===== src/rtl/alarm_timer64_pkg.sv =====
package alarm_timer64_pkg;

    localparam int DATA_W = 32;
    localparam int TIME_W = 64;

    // byte offsets of the register window
    localparam int OFS_TIME_LO   = 'h00;
    localparam int OFS_TIME_HI   = 'h04;
    localparam int OFS_ALARM_LO  = 'h08;
    localparam int OFS_ALARM_HI  = 'h0C;
    localparam int OFS_IRQ_ACK   = 'h10;
    localparam int OFS_CANCEL    = 'h14;

    typedef enum logic {
        ST_DISARMED = 1'b0,
        ST_ARMED    = 1'b1
    } arm_state_t;

    typedef struct packed {
        logic rd_time_lo;
        logic rd_time_hi;
        logic wr_alarm_lo;
        logic wr_alarm_hi;
        logic wr_irq_ack;
        logic wr_cancel;
        logic bad;
    } bus_cmd_t;

endpackage


===== src/rtl/at_decode.sv =====
module at_decode
    import alarm_timer64_pkg::*;
#(
    parameter int ADDR_W = 12
) (
    input  logic              sel,
    input  logic              wr,
    input  logic [ADDR_W-1:0] addr,
    output bus_cmd_t          cmd
);
    localparam logic [ADDR_W-1:0] A_TLO = ADDR_W'(OFS_TIME_LO);
    localparam logic [ADDR_W-1:0] A_THI = ADDR_W'(OFS_TIME_HI);
    localparam logic [ADDR_W-1:0] A_ALO = ADDR_W'(OFS_ALARM_LO);
    localparam logic [ADDR_W-1:0] A_AHI = ADDR_W'(OFS_ALARM_HI);
    localparam logic [ADDR_W-1:0] A_ACK = ADDR_W'(OFS_IRQ_ACK);
    localparam logic [ADDR_W-1:0] A_CAN = ADDR_W'(OFS_CANCEL);

    always_comb begin
        cmd = '0;
        if (sel) begin
            if (!wr) begin
                case (addr)
                    A_TLO:   cmd.rd_time_lo = 1'b1;
                    A_THI:   cmd.rd_time_hi = 1'b1;
                    default: cmd.bad        = 1'b1;
                endcase
            end else begin
                case (addr)
                    A_ALO:   cmd.wr_alarm_lo = 1'b1;
                    A_AHI:   cmd.wr_alarm_hi = 1'b1;
                    A_ACK:   cmd.wr_irq_ack  = 1'b1;
                    A_CAN:   cmd.wr_cancel   = 1'b1;
                    default: cmd.bad         = 1'b1;
                endcase
            end
        end
    end
endmodule


===== src/rtl/at_timebase.sv =====
module at_timebase
    import alarm_timer64_pkg::*;
#(
    parameter logic [TIME_W-1:0] NS_PER_CLK = 64'd1
) (
    input  logic              clk,
    input  logic              rst_n,
    input  logic              take_snap,
    output logic [TIME_W-1:0] count,
    output logic [TIME_W-1:0] snap
);
    always_ff @(posedge clk) begin
        if (!rst_n) begin
            count <= '0;
            snap  <= '0;
        end else begin
            count <= count + NS_PER_CLK;
            if (take_snap) snap <= count;
        end
    end
endmodule


===== src/rtl/at_alarm_ctrl.sv =====
module at_alarm_ctrl
    import alarm_timer64_pkg::*;
(
    input  logic              clk,
    input  logic              rst_n,
    input  bus_cmd_t          cmd,
    input  logic [DATA_W-1:0] wdata,
    input  logic [TIME_W-1:0] now,
    output arm_state_t        state,
    output logic [TIME_W-1:0] alarm,
    output logic              irq
);
    arm_state_t        state_d;
    logic [DATA_W-1:0] alarm_hi_q, alarm_lo_q;
    logic [TIME_W-1:0] alarm_new;
    logic              new_due, fire, irq_set, irq_clr;

    assign alarm     = {alarm_hi_q, alarm_lo_q};
    assign alarm_new = {alarm_hi_q, wdata};
    assign new_due   = $signed(alarm_new) <= $signed(now);
    assign fire      = (state == ST_ARMED) && ($signed(now) >= $signed(alarm))
                       && !cmd.wr_cancel && !cmd.wr_alarm_lo;

    // alarm value registers
    always_ff @(posedge clk) begin
        if (!rst_n) begin
            alarm_hi_q <= '0;
            alarm_lo_q <= '0;
        end else begin
            if (cmd.wr_alarm_hi) alarm_hi_q <= wdata;
            if (cmd.wr_alarm_lo) alarm_lo_q <= wdata;
        end
    end

    // next-state logic
    always_comb begin
        state_d = state;
        unique case (state)
            ST_DISARMED: begin
                if (cmd.wr_alarm_lo && !new_due) state_d = ST_ARMED;
            end
            ST_ARMED: begin
                if (cmd.wr_cancel)        state_d = ST_DISARMED;
                else if (cmd.wr_alarm_lo) state_d = new_due ? ST_DISARMED : ST_ARMED;
                else if (fire)            state_d = ST_DISARMED;
            end
        endcase
    end

    // state register
    always_ff @(posedge clk) begin
        if (!rst_n) state <= ST_DISARMED;
        else        state <= state_d;
    end

    // output register: interrupt level
    assign irq_set = (cmd.wr_alarm_lo && new_due) || fire;
    assign irq_clr = cmd.wr_irq_ack || cmd.wr_cancel;

    always_ff @(posedge clk) begin
        if (!rst_n)       irq <= 1'b0;
        else if (irq_set) irq <= 1'b1;
        else if (irq_clr) irq <= 1'b0;
    end
endmodule


===== src/rtl/alarm_timer64.sv =====
module alarm_timer64
    import alarm_timer64_pkg::*;
#(
    parameter int                ADDR_W     = 12,
    parameter logic [TIME_W-1:0] NS_PER_CLK = 64'd1
) (
    input  logic              clk,
    input  logic              rst_n,
    input  logic              bus_sel,
    input  logic              bus_wr,
    input  logic [ADDR_W-1:0] bus_addr,
    input  logic [31:0]       bus_wdata,
    output logic [31:0]       rd_data,
    output logic              irq,
    output logic              err
);
    bus_cmd_t          cmd;
    logic [TIME_W-1:0] count_w, snap_w, alarm_w;
    arm_state_t        state_w;

    at_decode #(.ADDR_W(ADDR_W)) u_dec (
        .sel (bus_sel),
        .wr  (bus_wr),
        .addr(bus_addr),
        .cmd (cmd)
    );

    at_timebase #(.NS_PER_CLK(NS_PER_CLK)) u_tb (
        .clk      (clk),
        .rst_n    (rst_n),
        .take_snap(cmd.rd_time_lo),
        .count    (count_w),
        .snap     (snap_w)
    );

    at_alarm_ctrl u_alm (
        .clk  (clk),
        .rst_n(rst_n),
        .cmd  (cmd),
        .wdata(bus_wdata),
        .now  (count_w),
        .state(state_w),
        .alarm(alarm_w),
        .irq  (irq)
    );

    // read data and error pulse
    always_ff @(posedge clk) begin
        if (!rst_n) begin
            rd_data <= '0;
            err     <= 1'b0;
        end else begin
            err <= cmd.bad;
            if (cmd.rd_time_lo)       rd_data <= count_w[DATA_W-1:0];
            else if (cmd.rd_time_hi)  rd_data <= snap_w[TIME_W-1:DATA_W];
            else if (bus_sel && !bus_wr) rd_data <= '0;
        end
    end
endmodule


===== config.mk =====
export PLATFORM = sky130hd
export DESIGN_NAME = alarm_timer64
export DESIGN_NICKNAME = d
export VERILOG_FILES = /design/src/rtl/alarm_timer64_pkg.sv /design/src/rtl/at_decode.sv /design/src/rtl/at_timebase.sv /design/src/rtl/at_alarm_ctrl.sv /design/src/rtl/alarm_timer64.sv
export SDC_FILE = /design/constraint.sdc
export NUM_CORES = 1
export LEC_CHECK = 0
export CAP_MARGIN = 20
export CORE_MARGIN = 10
export CORE_UTILIZATION = 30
export CTS_CLUSTER_DIAMETER = 60
export DETAILED_ROUTE_END_ITERATION = 10
export GPL_ROUTABILITY_DRIVEN = 0
export PLACE_DENSITY_LB_ADDON = 0.08
export SKIP_CTS_REPAIR_TIMING = 1
export SYNTH_ARGS = -nofsm -noshare
export SYNTH_HDL_FRONTEND = slang
export SYNTH_SLANG_ARGS = --single-unit

===== constraint.sdc =====
create_clock -name clk -period 3.5 [get_ports clk]
set_clock_uncertainty 0.1 [all_clocks]
set_input_delay 0.875 -clock clk [delete_from_list [all_inputs] [get_ports clk]]
set_output_delay 0.875 -clock clk [all_outputs]
set_load 0.005 [all_outputs]

---- Word-level counts from Yosys, hierarchy flattened ----
Index checks and enable logic that the tools add are counted.
storage, ports and cells
  bits in registers ....................... 227
  input port bits ......................... 48
  output and inout port bits .............. 34
  logic and storage cells ................. 58
operators by class
  add/subtract/negate cells ............... 1
  order comparisons ....................... 2
  eq/ne operators ......................... 5
  mux-type cells .......................... 23
  bitwise gates (word level) .............. 1
  reductions and logical operators ........ 18
operators with widths
  operator               count
  $mux 32                3
  $add 64x1->64 const B  1
  $ge 64x64->1           1
  $le 64x64->1           1
  $eq 12x4->1 const B    2
  $eq 12x5->1 const B    2
  $mux 1                 16
  $eq 12x3->1 const B    1
  $logic_not 12->1       1
  $mux 7                 1
  $logic_and 1x1->1      6
  $logic_not 1->1        4
  $mux 4                 1
  $reduce_or 4->1        1
  $reduce_bool 3->1      1
  $logic_or 1x1->1       2
  $mux 2                 1
  $pmux 1 s2             1
  $reduce_and 2->1       1
  $reduce_bool 2->1      1
  $reduce_or 2->1        1
  $not 1->1              1

---- Logic depth before layout (Yosys ltp) ----
Gate-level depths: netlist (run 1).
  word-level depth ........................ 12
  gate-level depth with buffers ........... 11

---- Modules after synthesis ----
A second synthesis (run 1) with hierarchy kept.
second synthesis, totals
  cells, all modules ...................... 1410
  area, all modules ....................... 12522.0 um^2
modules (own cells, without submodules)
  module         instances  cells an instance  area each (um^2)  sequential area each (um^2)
  at_alarm_ctrl  1          663                5709.2            1321.3
  at_timebase    1          568                5205.0            2562.5
  alarm_timer64  1          159                1467.7            660.6
  at_decode      1          20                 140.1             0.0

---- Worst setup path before layout (run 1) ----
No wires, ideal clock.
  kind .................................... input to register
  start point ............................. in bus_wdata[14]
  end point ............................... reg u_alm.state
  setup time .............................. 0.127 ns
  arrival ................................. 2.614 ns
  required time ........................... 3.273 ns
  setup slack ............................. 0.659 ns
  stages on the path ...................... 9
  path buffers ............................ 0
  path through ............................ ha_1 nand4_1 or4_1 a21oi_1 a211o_1 a211oi_1 o211ai_1 mux2i_1 o22ai_1
on the way
  word-level cells in the longest chain between the ends .. 5
  elaborated cells on any way between the ends .. 8
  classes of those cells .................. order compare (1); mux (5); reduce/logical (2)
ends and longest elaborated chain
  what                                                RTL line                                  RTL
  from (decl)                                         alarm_timer64.sv:12                       input logic [31:0] bus_wdata,
  $le 64x64->1 (*)                                    at_alarm_ctrl.sv:20                       assign new_due = $signed(alarm_new) <= $signed(now);
  $mux 1 / $logic_not 1->1 (equally long branches)    at_alarm_ctrl.sv:44, at_alarm_ctrl.sv:40
  $mux 1 / $logic_and 1x1->1 (equally long branches)  at_alarm_ctrl.sv:44, at_alarm_ctrl.sv:40
  $mux 1 (on tied branches)                           at_alarm_ctrl.sv:43, at_alarm_ctrl.sv:40
  $pmux 1 s2 (*)                                      at_alarm_ctrl.sv:38                       unique case (state)
  to (signal assigned)                                at_alarm_ctrl.sv:53                       else state <= state_d;
  to (decl)                                           at_alarm_ctrl.sv:9                        output arm_state_t state,
Mark *: on every way between the ends. The rest lies on a longest branch, timed or not.
A chain may end at the register's enable or synchronous reset.

---- Worst setup path after layout (run 1) ----
  start point ............................. reg u_tb.count[57]
  end point ............................... reg u_alm.irq
on the way
  word-level cells in the longest chain between the ends .. 6
  elaborated cells on any way between the ends .. 9
  classes of those cells .................. order compare (2); mux (1); reduce/logical (6)
ends and longest elaborated chain
  what                                                RTL line             RTL
  from (decl)                                         at_timebase.sv:9     output logic [TIME_W-1:0] count,
  from (signal assigned)                              at_timebase.sv:17    count <= count + NS_PER_CLK;
  $ge 64x64->1                                        at_alarm_ctrl.sv:21  assign fire = (state == ST_ARMED) && ($signed(now) >= $signed(alarm))
  $logic_and 1x1->1                                   at_alarm_ctrl.sv:21
  $logic_and 1x1->1 (2 in series)                     at_alarm_ctrl.sv:22  && !cmd.wr_cancel && !cmd.wr_alarm_lo;
  $logic_or 1x1->1 (*)                                at_alarm_ctrl.sv:57  assign irq_set = (cmd.wr_alarm_lo && new_due) || fire;
  $mux 1 / $reduce_bool 2->1 (equally long branches)  n/a
  to (signal assigned)                                at_alarm_ctrl.sv:61  if (!rst_n) irq <= 1'b0;
  to (signal assigned)                                at_alarm_ctrl.sv:62  else if (irq_set) irq <= 1'b1;
  to (signal assigned)                                at_alarm_ctrl.sv:63  else if (irq_clr) irq <= 1'b0;
  to (decl)                                           at_alarm_ctrl.sv:11  output logic irq
Marks and branches as above.

==> metrics.csv, run 1 <==
stage,metric,value,unit
status,status,"finished, final reports clean",
layout,final std cells w/o fill,2004,
yosys,post-synthesis net count,1538,
power,pwr/cell area,331,nW/um^2
timing,worst rel slew slack,52.0,%
yosys,Post-synth EDFFs,0,
yosys,async set or reset register ratio after synthesis,0,%
clock_network,Worst-path clk slew,0.08,ns
clock_network,CTS tree,yes,
timing,Setup Total Neg Slack,0,ns
timing,Worst Max-Slew Pin Slew,0.720,ns
critical_path,Crit Path Max Fanout,4,
floorplan,core area,37500,sq um
grt,pin count of the biggest net entering global routing,71,
layout,area taken by multi-input logic gates,6740,sq um
power,LEAKAGE,0.00505,uW
clock_network,Root Buffer,clkbuf_16,
yosys,Post-synth top flop,dfxtp_1,
hold_path,hold crit path type,flip-flop to flip-flop,
grt,grt total ovfl,0,
critical_path,critical path's slowest cell,a221oi_1,
layout,Post-Route Utilization,36.7,%
critical_path,crit path launch,u_tb.count[57],
place,dpl ws,-0.0976,ns
route,WL final,35.6,mm
clock_network,Num CTS Buffers,17,
timing,post-route setup slack,0.287,ns
critical_path,CP Data Arrival Time,3.45,ns
critical_path,CP Class,flip-flop to flip-flop,
place,dpl cells,1972,
yosys,Yosys Warn Count,0,
floorplan,Ports,82,
yosys,largest cells by area after synthesis,"dfxtp_1, ha_1, nand2_1, a21boi_0, and2_1",
critical_path,reg2reg start,u_tb.count[57],
route,Via density,4.63,
yosys,post-synth top area share,34.5,%
yosys,library cells used by synthesis,53,
timing,Final min period,3.21,ns
layout,ANT cells,0,
critical_path,max incr delay on CP,0.49,ns
grt,vias in the first global route,9534,
timing,Max Fclk,311,MHz
hold_path,Hold Startpoint,u_alm.alarm_lo_q[28],
job,Max Cap Violations,0,
critical_path,CP Data Required Time,3.74,ns
route,detailed-route via count,9274,
timing,unrepaired setup endpoints after global routing,false,
critical_path,CP startpoint kind,flip-flop,
floorplan,Die X,214,um
layout,Layout fillers,4002,
floorplan,Die Y,214,um
yosys,#FFs+latches synth,195,
floorplan,die area,45900,sq um
critical_path,CP Capture Type,flip-flop,
route,Antenna Violating Nets Remaining,0,
yosys,Post-Syn Instances,1361,
floorplan,starting density of the core,30.2,%
yosys,"Avg Cell Area, Syn",8.32,sq um
layout,Area Overhead vs Synth,21.4,%
grt,GRT Util Overall,15.6,%
grt,antenna violations before repair,0,
clock_network,clock sink total,195,
timing,"Slew Viols, Final",0,
route,WL/cell,17.8,um
layout,nets,1657,
critical_path,critical path cell sequence,inv_1 > ha_1 > a21oi_1 > o21ai_0 > a221oi_1 > o31ai_1 > a2111oi_4 > nor3b_1 > or3_1 > a31o_1,
power,maximum vdd ir drop,353,uV
timing,hold slack,0.360,ns
floorplan,Rows,71,
layout,sequential cell area,3900,sq um
route,initial DRC count,444,
yosys,synthesized cell area,11300,sq um
place,IO buf count,81,
timing,fin crit share,91.8,%
yosys,post-synthesis sequential area ratio,34.5,%
clock_network,H-tree depth,4,
route,DRC,0,
route,DR pass1 iterations,5,
timing,Final setup viols,0,
clock_network,clock buffer depth,2,
yosys,post-synth top area cell,dfxtp_1,
place,detailed placement HPWL,27.7,mm
layout,layout cells sized above 1,8.91,%
grt,first-pass GRT wire length,56.5,mm
timing,Hold Fails Final Rpt,0,
clock_network,"Clk Latency, worst-skew pair",0.45,ns
## cells in the mapped netlist (4+ instances only)
master    number
a21boi_0      99
a21o_1         6
a21oi_1       52
a221oi_1       7
and2_1        91
and3_1         9
and4_1        15
clkbuf_1      55
dfxtp_1      195
ha_1         129
inv_1        129
mux2i_1       33
nand2_1      271
nand2b_1       4
nand3_1       33
nand4_1       23
nor2_1        12
nor2b_1        7
nor3_1        12
nor3_2         4
nor4_1         6
nor4_2         4
o211ai_1       4
o21ai_0       54
or3_1          7
or4_1          4
xnor2_1       56
## stage by stage
stage / total power (uW) / area (sq um)
CTS: 4630 / 13700
finish: 4560 / 13700
global route: 4740 / 13700
floorplan: 2400 / 11300
global placement: 2560 / 13200
detailed placement: 2560 / 13200
## cell families after synthesis
logic type	Yosys count	synth area share [%]
AOI/OAI and AO/OA	240	13.9
xor gates and xnor gates	58	4.49
adders and majority gates	129	14.3
buffers and inverters	185	6.13
DFF	195	34.5
muxes	33	2.92
and+or+nand+nor	521	23.9
## final timing paths
path / to / cells past startpoint / slack (ns)
setup / recovery: u_alm.irq / 10 / 0.29
hold / removal: u_alm.alarm_lo_q[28] / 2 / 0.36
setup reg to reg: u_alm.irq / 10 / 0.29
hold reg to reg: u_alm.alarm_lo_q[28] / 2 / 0.36
## worst max-delay path, delay by kind of cell, from the launching register on
kind	cells	cell delay (ns)
AO/OA/AOI/OAI	6	1.67
AND/OR/NAND/NOR	2	0.50
flip-flops	1	0.38
adder cells (fa/ha/maj)	1	0.35
buffers and inverters	1	0.12
## final cells by class
class / count / area share (%)
sequential: 195 / 28.4
tap: 511 / 4.65
multi-input combinational: 981 / 49.0
clock inverter: 10 / 0.901
clock buffer: 22 / 3.45
timing repair buffer: 155 / 10.1
inverter: 130 / 3.55
## sequential cells by signal, summed over array words and instances, names as in the netlist
signal	flops
u_alm.alarm_lo_q	32
u_alm.irq	1
u_tb.snap	32
u_alm.alarm_hi_q	32
u_alm.state	1
err	1
rd_data	32
u_tb.count	64
## placed cells by master (no fill, tap or decap), types with 5 or more instances in the layout
cell	count
nor4_1	5
o21ai_0	54
dfxtp_1	195
nand3_1	33
and3_1	9
clkbuf_16	17
or3_1	7
mux2i_1	33
and2_1	91
inv_1	129
nor2b_1	6
ha_1	129
buf_4	73
a21boi_0	99
a221oi_1	7
nor2_1	12
a21o_1	6
a21oi_1	52
nor4_2	5
clkdlybuf4s50_1	79
nor3_1	12
nand4_1	23
nand2_1	271
xnor2_1	56
and4_1	15
## power breakdown
part           internal [uW]  total [uW]  switching (uW)
sequential              2220        2230            6.33
combinational            139         274             135
clock                   1120        2060             939
## per-layer routing
metal / vias to the layer above / wire length [um] / part of all wire [%] / track usage [%]
met3: 20 / 1320 / 3.7 / 3.29
met1: 4319 / 17700 / 50 / 20.7
met2: 132 / 16000 / 45 / 25.2
met4: 0 / 595 / 1.7 / 4.21
met5: - / 0 / 0 / 0
li1: 4803 / - / - / -
No activity file was read; power rests on OpenSTA's default activity.
==> run 2, diff against run 1 <==
--- a/config.mk
+++ b/config.mk
@@ -7,10 +7,12 @@
 export LEC_CHECK = 0
 export CAP_MARGIN = 20
 export CORE_MARGIN = 10
-export CORE_UTILIZATION = 30
+export CORE_UTILIZATION = 35
 export CTS_CLUSTER_DIAMETER = 60
 export DETAILED_ROUTE_END_ITERATION = 10
 export GPL_ROUTABILITY_DRIVEN = 0
+export GPL_TIMING_DRIVEN = 0
+export MAX_ROUTING_LAYER = met4
 export PLACE_DENSITY_LB_ADDON = 0.08
 export SKIP_CTS_REPAIR_TIMING = 1
 export SYNTH_ARGS = -nofsm -noshare
==> run 2 against run 1 <==
  * Routed wire length increased by 0.89%
  * Clock power fell by 2%
  * Via count up 1.0%
  * Count of clock-buffer cells in the layout shrank 2
  * Critical endpoint unchanged
  * Global-route usage up 3.2 points
==> metrics.csv, run 2 (synthesized netlist as in run 1, its figures left out) <==
stage,metric,value,unit,change
critical_path,cells on worst reg2reg path,10,,unchanged
critical_path,CP Data Arrival Time,3.61,ns,+0.16 ns
job,Max Cap Violations,0,,unchanged
place,placed inst area,12600,sq um,-3.9%
critical_path,Reg2Reg Capture Point,u_alm.irq,,
layout,nets,1638,,-1.1%
timing,Max Fclk,298,MHz,-4.2%
route,WL/cell,19.1,um,+7.7%
layout,final instance area,13200,sq um,-3.7%
floorplan,Die X,200,um,-6.7%
critical_path,max incr delay on CP,0.52,ns,+0.03 ns
hold_path,worst hold path endpoint,u_alm.alarm_lo_q[24],,
timing,hold slack,0.367,ns,+0.00632 ns
grt,first-pass GRT wire length,55.3,mm,-2.1%
layout,layout cells sized above 1,4.34,%,-4.6 points
route,DR pass1 iterations,5,,unchanged
floorplan,starting density of the core,35.7,%,+5.5 points
grt,met1 Usage GRT,23.6,%,+2.9 points
clock_network,Root Buffer,clkbuf_16,,
critical_path,CP Class,flip-flop to flip-flop,,
timing,Final setup viols,0,,unchanged
place,IO buf count,80,,-1.2%
hold_path,hold path depth,2,,unchanged
clock_network,Worst-path clk slew,0.08,ns,about the same
floorplan,die area,40000,sq um,-13%
critical_path,critical path's slowest cell,ha_1,,
grt,grt total ovfl,0,,unchanged
hold_path,hold crit path type,flip-flop to flip-flop,,
critical_path,CP startpoint kind,flip-flop,,
floorplan,Rows,65,,-8.5%
place,detailed placement HPWL,28.6,mm,+3.2%
grt,met3 Resource Use GR,2.60,%,-0.69 points
layout,Area Overhead vs Synth,16.9,%,
status,status,"finished, final reports clean",,
critical_path,reg2reg start,u_tb.count[63],,
timing,worst rel slew slack,44.2,%,-7.8 points
route,Via density,4.99,,+7.9%
grt,antenna violations before repair,0,,unchanged
clock_network,CTS tree,yes,,
hold_path,Hold Startpoint,u_alm.alarm_lo_q[24],,
floorplan,Ports,82,,unchanged
critical_path,critical path cell sequence,inv_1 > ha_1 > nand4_1 > and4bb_4 > nand3b_4 > o31ai_1 > a2111oi_4 > nor3b_1 > or3_1 > a31o_1,,
grt,GRT Util Overall,18.9,%,+3.2 points
route,Antenna Violating Nets Remaining,0,,unchanged
clock_network,clock sink total,195,,unchanged
layout,Biggest register,u_tb.count,,
power,pwr/cell area,340,nW/um^2,+2.5%
floorplan,Die Y,200,um,-6.7%
route,detailed-route via count,9371,,+1.0%
floorplan,core area,31700,sq um,-15%
layout,most frequent cells in the layout,"nand2_1, dfxtp_1, inv_1, ha_1, a21boi_0",,
timing,Hold Fails Final Rpt,0,,unchanged
clock_network,"Clk Latency, worst-skew pair",0.46,ns,about the same
power,LEAKAGE,0.00474,uW,-6.0%
critical_path,Crit Path Max Fanout,8,,+4
grt,GR Util met2,31.1,%,+5.9 points
timing,Worst Max-Slew Pin Slew,0.837,ns,+0.117 ns
timing,Final min period,3.35,ns,+0.141 ns
power,Tot Pwr,4500,uW,-1.2%
layout,"most common cell after layout, fill and taps aside",nand2_1,,
layout,Largest register FFs,64,,unchanged
route,WL final,35.9,mm,+0.89%
critical_path,CP Capture Type,flip-flop,,
critical_path,"CP delay by family, top",simple AND/OR/NAND/NOR gates,,
clock_network,H-tree depth,4,,unchanged
grt,busiest layer in global routing,met2,,
power,maximum vdd ir drop,330,uV,-6.4%
route,DRC,0,,unchanged
timing,unrepaired setup endpoints after global routing,true,,
critical_path,Bufs and invs on worst path,1,,unchanged
timing,fin crit share,95.8,%,+4.0 points
critical_path,CP Data Required Time,3.75,ns,about the same
critical_path,R2R Setup Slk,0.15,ns,-0.14 ns
clock_network,clock buffer depth,2,,unchanged
timing,"Slew Viols, Final",0,,unchanged
clock_network,Num CTS Buffers,17,,unchanged
grt,vias in the first global route,9460,,-0.78%
route,initial DRC count,500,,+13%
layout,Layout fillers,3279,,-18%
grt,pin count of the biggest net entering global routing,19,,-73%
==> run 2: cell types whose count changed in the layout (fill, tap and decap cells not counted), moves of 2 or more <==
| cell | delta |
|---|---|
| buf_12 | -2 |
| buf_4 | -73 |
| bufinv_16 | -2 |
| clkbuf_1 | +51 |
| clkbuf_2 | +2 |
| inv_8 | +3 |
==> run 2: worst max-delay path by stage <==
stage / startpoint / end / cells past startpoint
detailed placement: bus_addr[9] / u_tb.snap[44] / 9
finish: u_tb.count[63] / u_alm.irq / 10
CTS: bus_addr[9] / u_tb.snap[44] / 9
global route: bus_addr[9] / u_alm.alarm_hi_q[26] / 9
floorplan: bus_wdata[14] / u_alm.state / 9
global placement: bus_addr[9] / u_alm.alarm_lo_q[1] / 7
==> run 2: area by class of cell <==
class / instances / area [sq um] / share of cell area (%)
clock inverter: 12 / 116 / 0.879
clock buffer: 20 / 467 / 3.52
tap: 402 / 503 / 3.80
buffer: 55 / 209 / 1.58
multi-input combinational: 981 / 6750 / 51.0
sequential: 195 / 3900 / 29.5
inverter: 130 / 488 / 3.68
antenna: 1 / 2.50 / 0.0189
timing repair buffer: 81 / 806 / 6.08
==> run 2: per-layer routing <==
metal	part of all wire, %	routed length [um]	vias to the layer above
met5	0	0	-
met4	2.3	813	0
li1	-	-	4762
met1	48	17200	4425
met2	47	17000	144
met3	2.6	922	40
==> run 2: metrics by stage <==
step,setup TNS (ns),util (%),instances,setup slack [ns]
final,0,41.8,1877,0.146
after global routing,-0.0487,41.7,1876,-0.0240
after CTS,0,41.7,1876,0.0727
after detailed placement,-20.17,39.8,1844,-0.398
after global placement,-31.96,39.8,1843,-0.519
after floorplan,0,-,1361,0.659
==> run 2: report_power, final <==
part           total, uW  switching (uW)  internal [uW]
combinational        261             143            118
sequential          2230            6.45           2220
clock               2010            1020            998
total               4500            1170           3340
==> run 2: tightest hold or removal path: stages, from the launching register on <==
cell	delay (ns)
dfxtp_1	0.31
nand2_1	0.05
a21boi_0	0.06
==> run 3, diff against run 2 <==
--- a/config.mk
+++ b/config.mk
@@ -12,6 +12,7 @@
 export DETAILED_ROUTE_END_ITERATION = 10
 export GPL_ROUTABILITY_DRIVEN = 0
 export GPL_TIMING_DRIVEN = 0
+export HOLD_SLACK_MARGIN = 0.08
 export MAX_ROUTING_LAYER = met4
 export PLACE_DENSITY_LB_ADDON = 0.08
 export SKIP_CTS_REPAIR_TIMING = 1
==> constraint.sdc (replaced) <==
create_clock -name clk -period 3.2 [get_ports clk]
set_clock_uncertainty 0.1 [all_clocks]
set_input_delay 0.8 -clock clk [delete_from_list [all_inputs] [get_ports clk]]
set_output_delay 0.8 -clock clk [all_outputs]
set_load 0.005 [all_outputs]
==> run 3 against run 2 <==
  * Fmax is 8.7% higher
  * Count of clock-buffer cells in the layout is the same
  * Routed wire length is 0.48% higher
  * Die area is the same
==> metrics.csv, run 3 (synthesized netlist as in run 1, its figures left out) <==
stage,metric,value,unit,change
layout,Post-Route Utilization,42.3,%,+0.57 points
grt,met1 Usage GRT,23.6,%,unchanged
route,WL/cell,19.2,um,+0.26%
floorplan,Rows,65,,unchanged
power,maximum vdd ir drop,362,uV,+9.6%
place,placed inst area,12600,sq um,unchanged
timing,Final min period,3.08,ns,-0.270 ns
clock_network,Worst-path clk slew,0.08,ns,about the same
floorplan,die area,40000,sq um,unchanged
timing,Max Fclk,324,MHz,+8.7%
layout,Biggest register,u_tb.count,,
layout,nets,1642,,+0.24%
grt,GRT Util Overall,18.9,%,unchanged
timing,Hold Fails Final Rpt,0,,unchanged
place,IO buf count,80,,unchanged
clock_network,clock buffer depth,2,,unchanged
layout,Largest register FFs,64,,unchanged
timing,Worst Max-Slew Pin Slew,0.854,ns,+0.0170 ns
layout,most frequent cells in the layout,"nand2_1, dfxtp_1, inv_1",,
grt,grt total ovfl,0,,unchanged
clock_network,Root Buffer,clkbuf_16,,
floorplan,core area,31700,sq um,unchanged
place,detailed placement HPWL,28.6,mm,unchanged
grt,met3 Resource Use GR,2.60,%,unchanged
floorplan,starting density of the core,35.7,%,unchanged
floorplan,Die X,200,um,unchanged
timing,"Slew Viols, Final",0,,unchanged
critical_path,CP Data Arrival Time,3.34,ns,-0.27 ns
clock_network,clock sink total,195,,unchanged
layout,final std cells w/o fill,1881,,+0.21%
route,DR pass1 iterations,5,,unchanged
route,DRC,0,,unchanged
floorplan,Ports,82,,unchanged
grt,pin count of the biggest net entering global routing,19,,unchanged
critical_path,Crit Path Max Fanout,4,,-4
hold_path,hold crit path type,flip-flop to flip-flop,,
job,Max Cap Violations,0,,unchanged
grt,busiest layer in global routing,met2,,
grt,GR Util met2,31.1,%,unchanged
clock_network,"Clk Latency, worst-skew pair",0.46,ns,about the same
place,dpl cells,1844,,unchanged
route,detailed-route via count,9412,,+0.44%
route,Antenna Violating Nets Remaining,0,,unchanged
clock_network,CTS tree,yes,,
route,Via density,5.00,,+0.22%
timing,hold slack,0.366,ns,-0.000336 ns
layout,Area Overhead vs Synth,18.5,%,
grt,first-pass GRT wire length,55.3,mm,unchanged
layout,"most common cell after layout, fill and taps aside",nand2_1,,
clock_network,Num CTS Buffers,17,,unchanged
timing,fin crit share,96.4,%,+0.56 points
layout,final instance area,13400,sq um,+1.4%
power,LEAKAGE,0.00493,uW,+3.9%
critical_path,CP Class,flip-flop to flip-flop,,
grt,vias in the first global route,9460,,unchanged
route,initial DRC count,440,,-12%
route,WL final,36.1,mm,+0.48%
grt,antenna violations before repair,0,,unchanged
layout,layout cells sized above 1,5.75,%,+1.4 points
power,pwr/cell area,367,nW/um^2,+7.9%
timing,Final setup viols,0,,unchanged
critical_path,CP Data Required Time,3.45,ns,-0.30 ns
critical_path,CP Capture Type,flip-flop,,
floorplan,Die Y,200,um,unchanged
timing,worst rel slew slack,43.1,%,-1.1 points
critical_path,CP startpoint kind,flip-flop,,
clock_network,H-tree depth,4,,unchanged
power,Tot Pwr,4920,uW,+9.4%
status,status,"finished, final reports clean",,
run 3: cell types whose count changed in the layout (fill, tap and decap cells not counted), sizes merged:
cell	before	now
dlymetal6s2s	0	9
clkdlybuf4s50	80	71
buf	1	5
run 3: layer usage:
layer	up-vias	part of all wire, %
met4	0	2.2
met5	-	0
met3	38	2.8
met2	147	48
li1	4768	-
met1	4459	47
run 3: stage by stage:
stage,setup TNS [ns],setup WS (ns)
floorplan,0,0.434
global placement,-58.40,-0.744
detailed placement,-44.95,-0.623
CTS,-2.99,-0.188
global route,-0.00757,-0.00480
finish,0,0.115
run 3: power breakdown:
| part | total (uW) | internal (uW) | leakage [uW] | switching [uW] |
|---|---|---|---|---|
| clock network | 2200 | 1090 | 0.000278 | 1110 |
| registers | 2430 | 2430 | 0.00157 | 7.04 |
| logic | 288 | 129 | 0.00308 | 158 |
| total | 4920 | 3650 | 0.00493 | 1280 |
run 3: path summary, 6_finish.rpt:
kind / from / depth (start not counted) / end / slack [ns]
worst max-delay path: u_tb.count[61] / 10 / u_alm.irq / 0.12
worst min-delay path: u_alm.alarm_lo_q[4] / 2 / u_alm.alarm_lo_q[4] / 0.37
worst min register to register: u_alm.alarm_lo_q[4] / 2 / u_alm.alarm_lo_q[4] / 0.37
worst max register to register: u_tb.count[61] / 10 / u_alm.irq / 0.12
run 3: critical path, stage by stage (launching register included):
cell and delay, ns:
dfxtp_1 0.41, inv_1 0.10, ha_1 0.34, a21o_1 0.19, a21o_1 0.18, a221oi_2 0.44, o31ai_4 0.17, a2111oi_4 0.35
nor3b_1 0.08, or3_1 0.41, a31o_1 0.22
run 3: cell type report:
cell class | count | area, sq um
Multi-Input combinational cell | 981 | 6870
Fill cell | 3260 | 18300
Inverter | 130 | 488
Clock buffer | 20 | 467
Antenna cell | 1 | 2.50
Timing Repair Buffer | 85 | 858
Clock inverter | 12 | 116
Buffer | 55 | 216
Sequential cell | 195 | 3910
Tap cell | 402 | 503
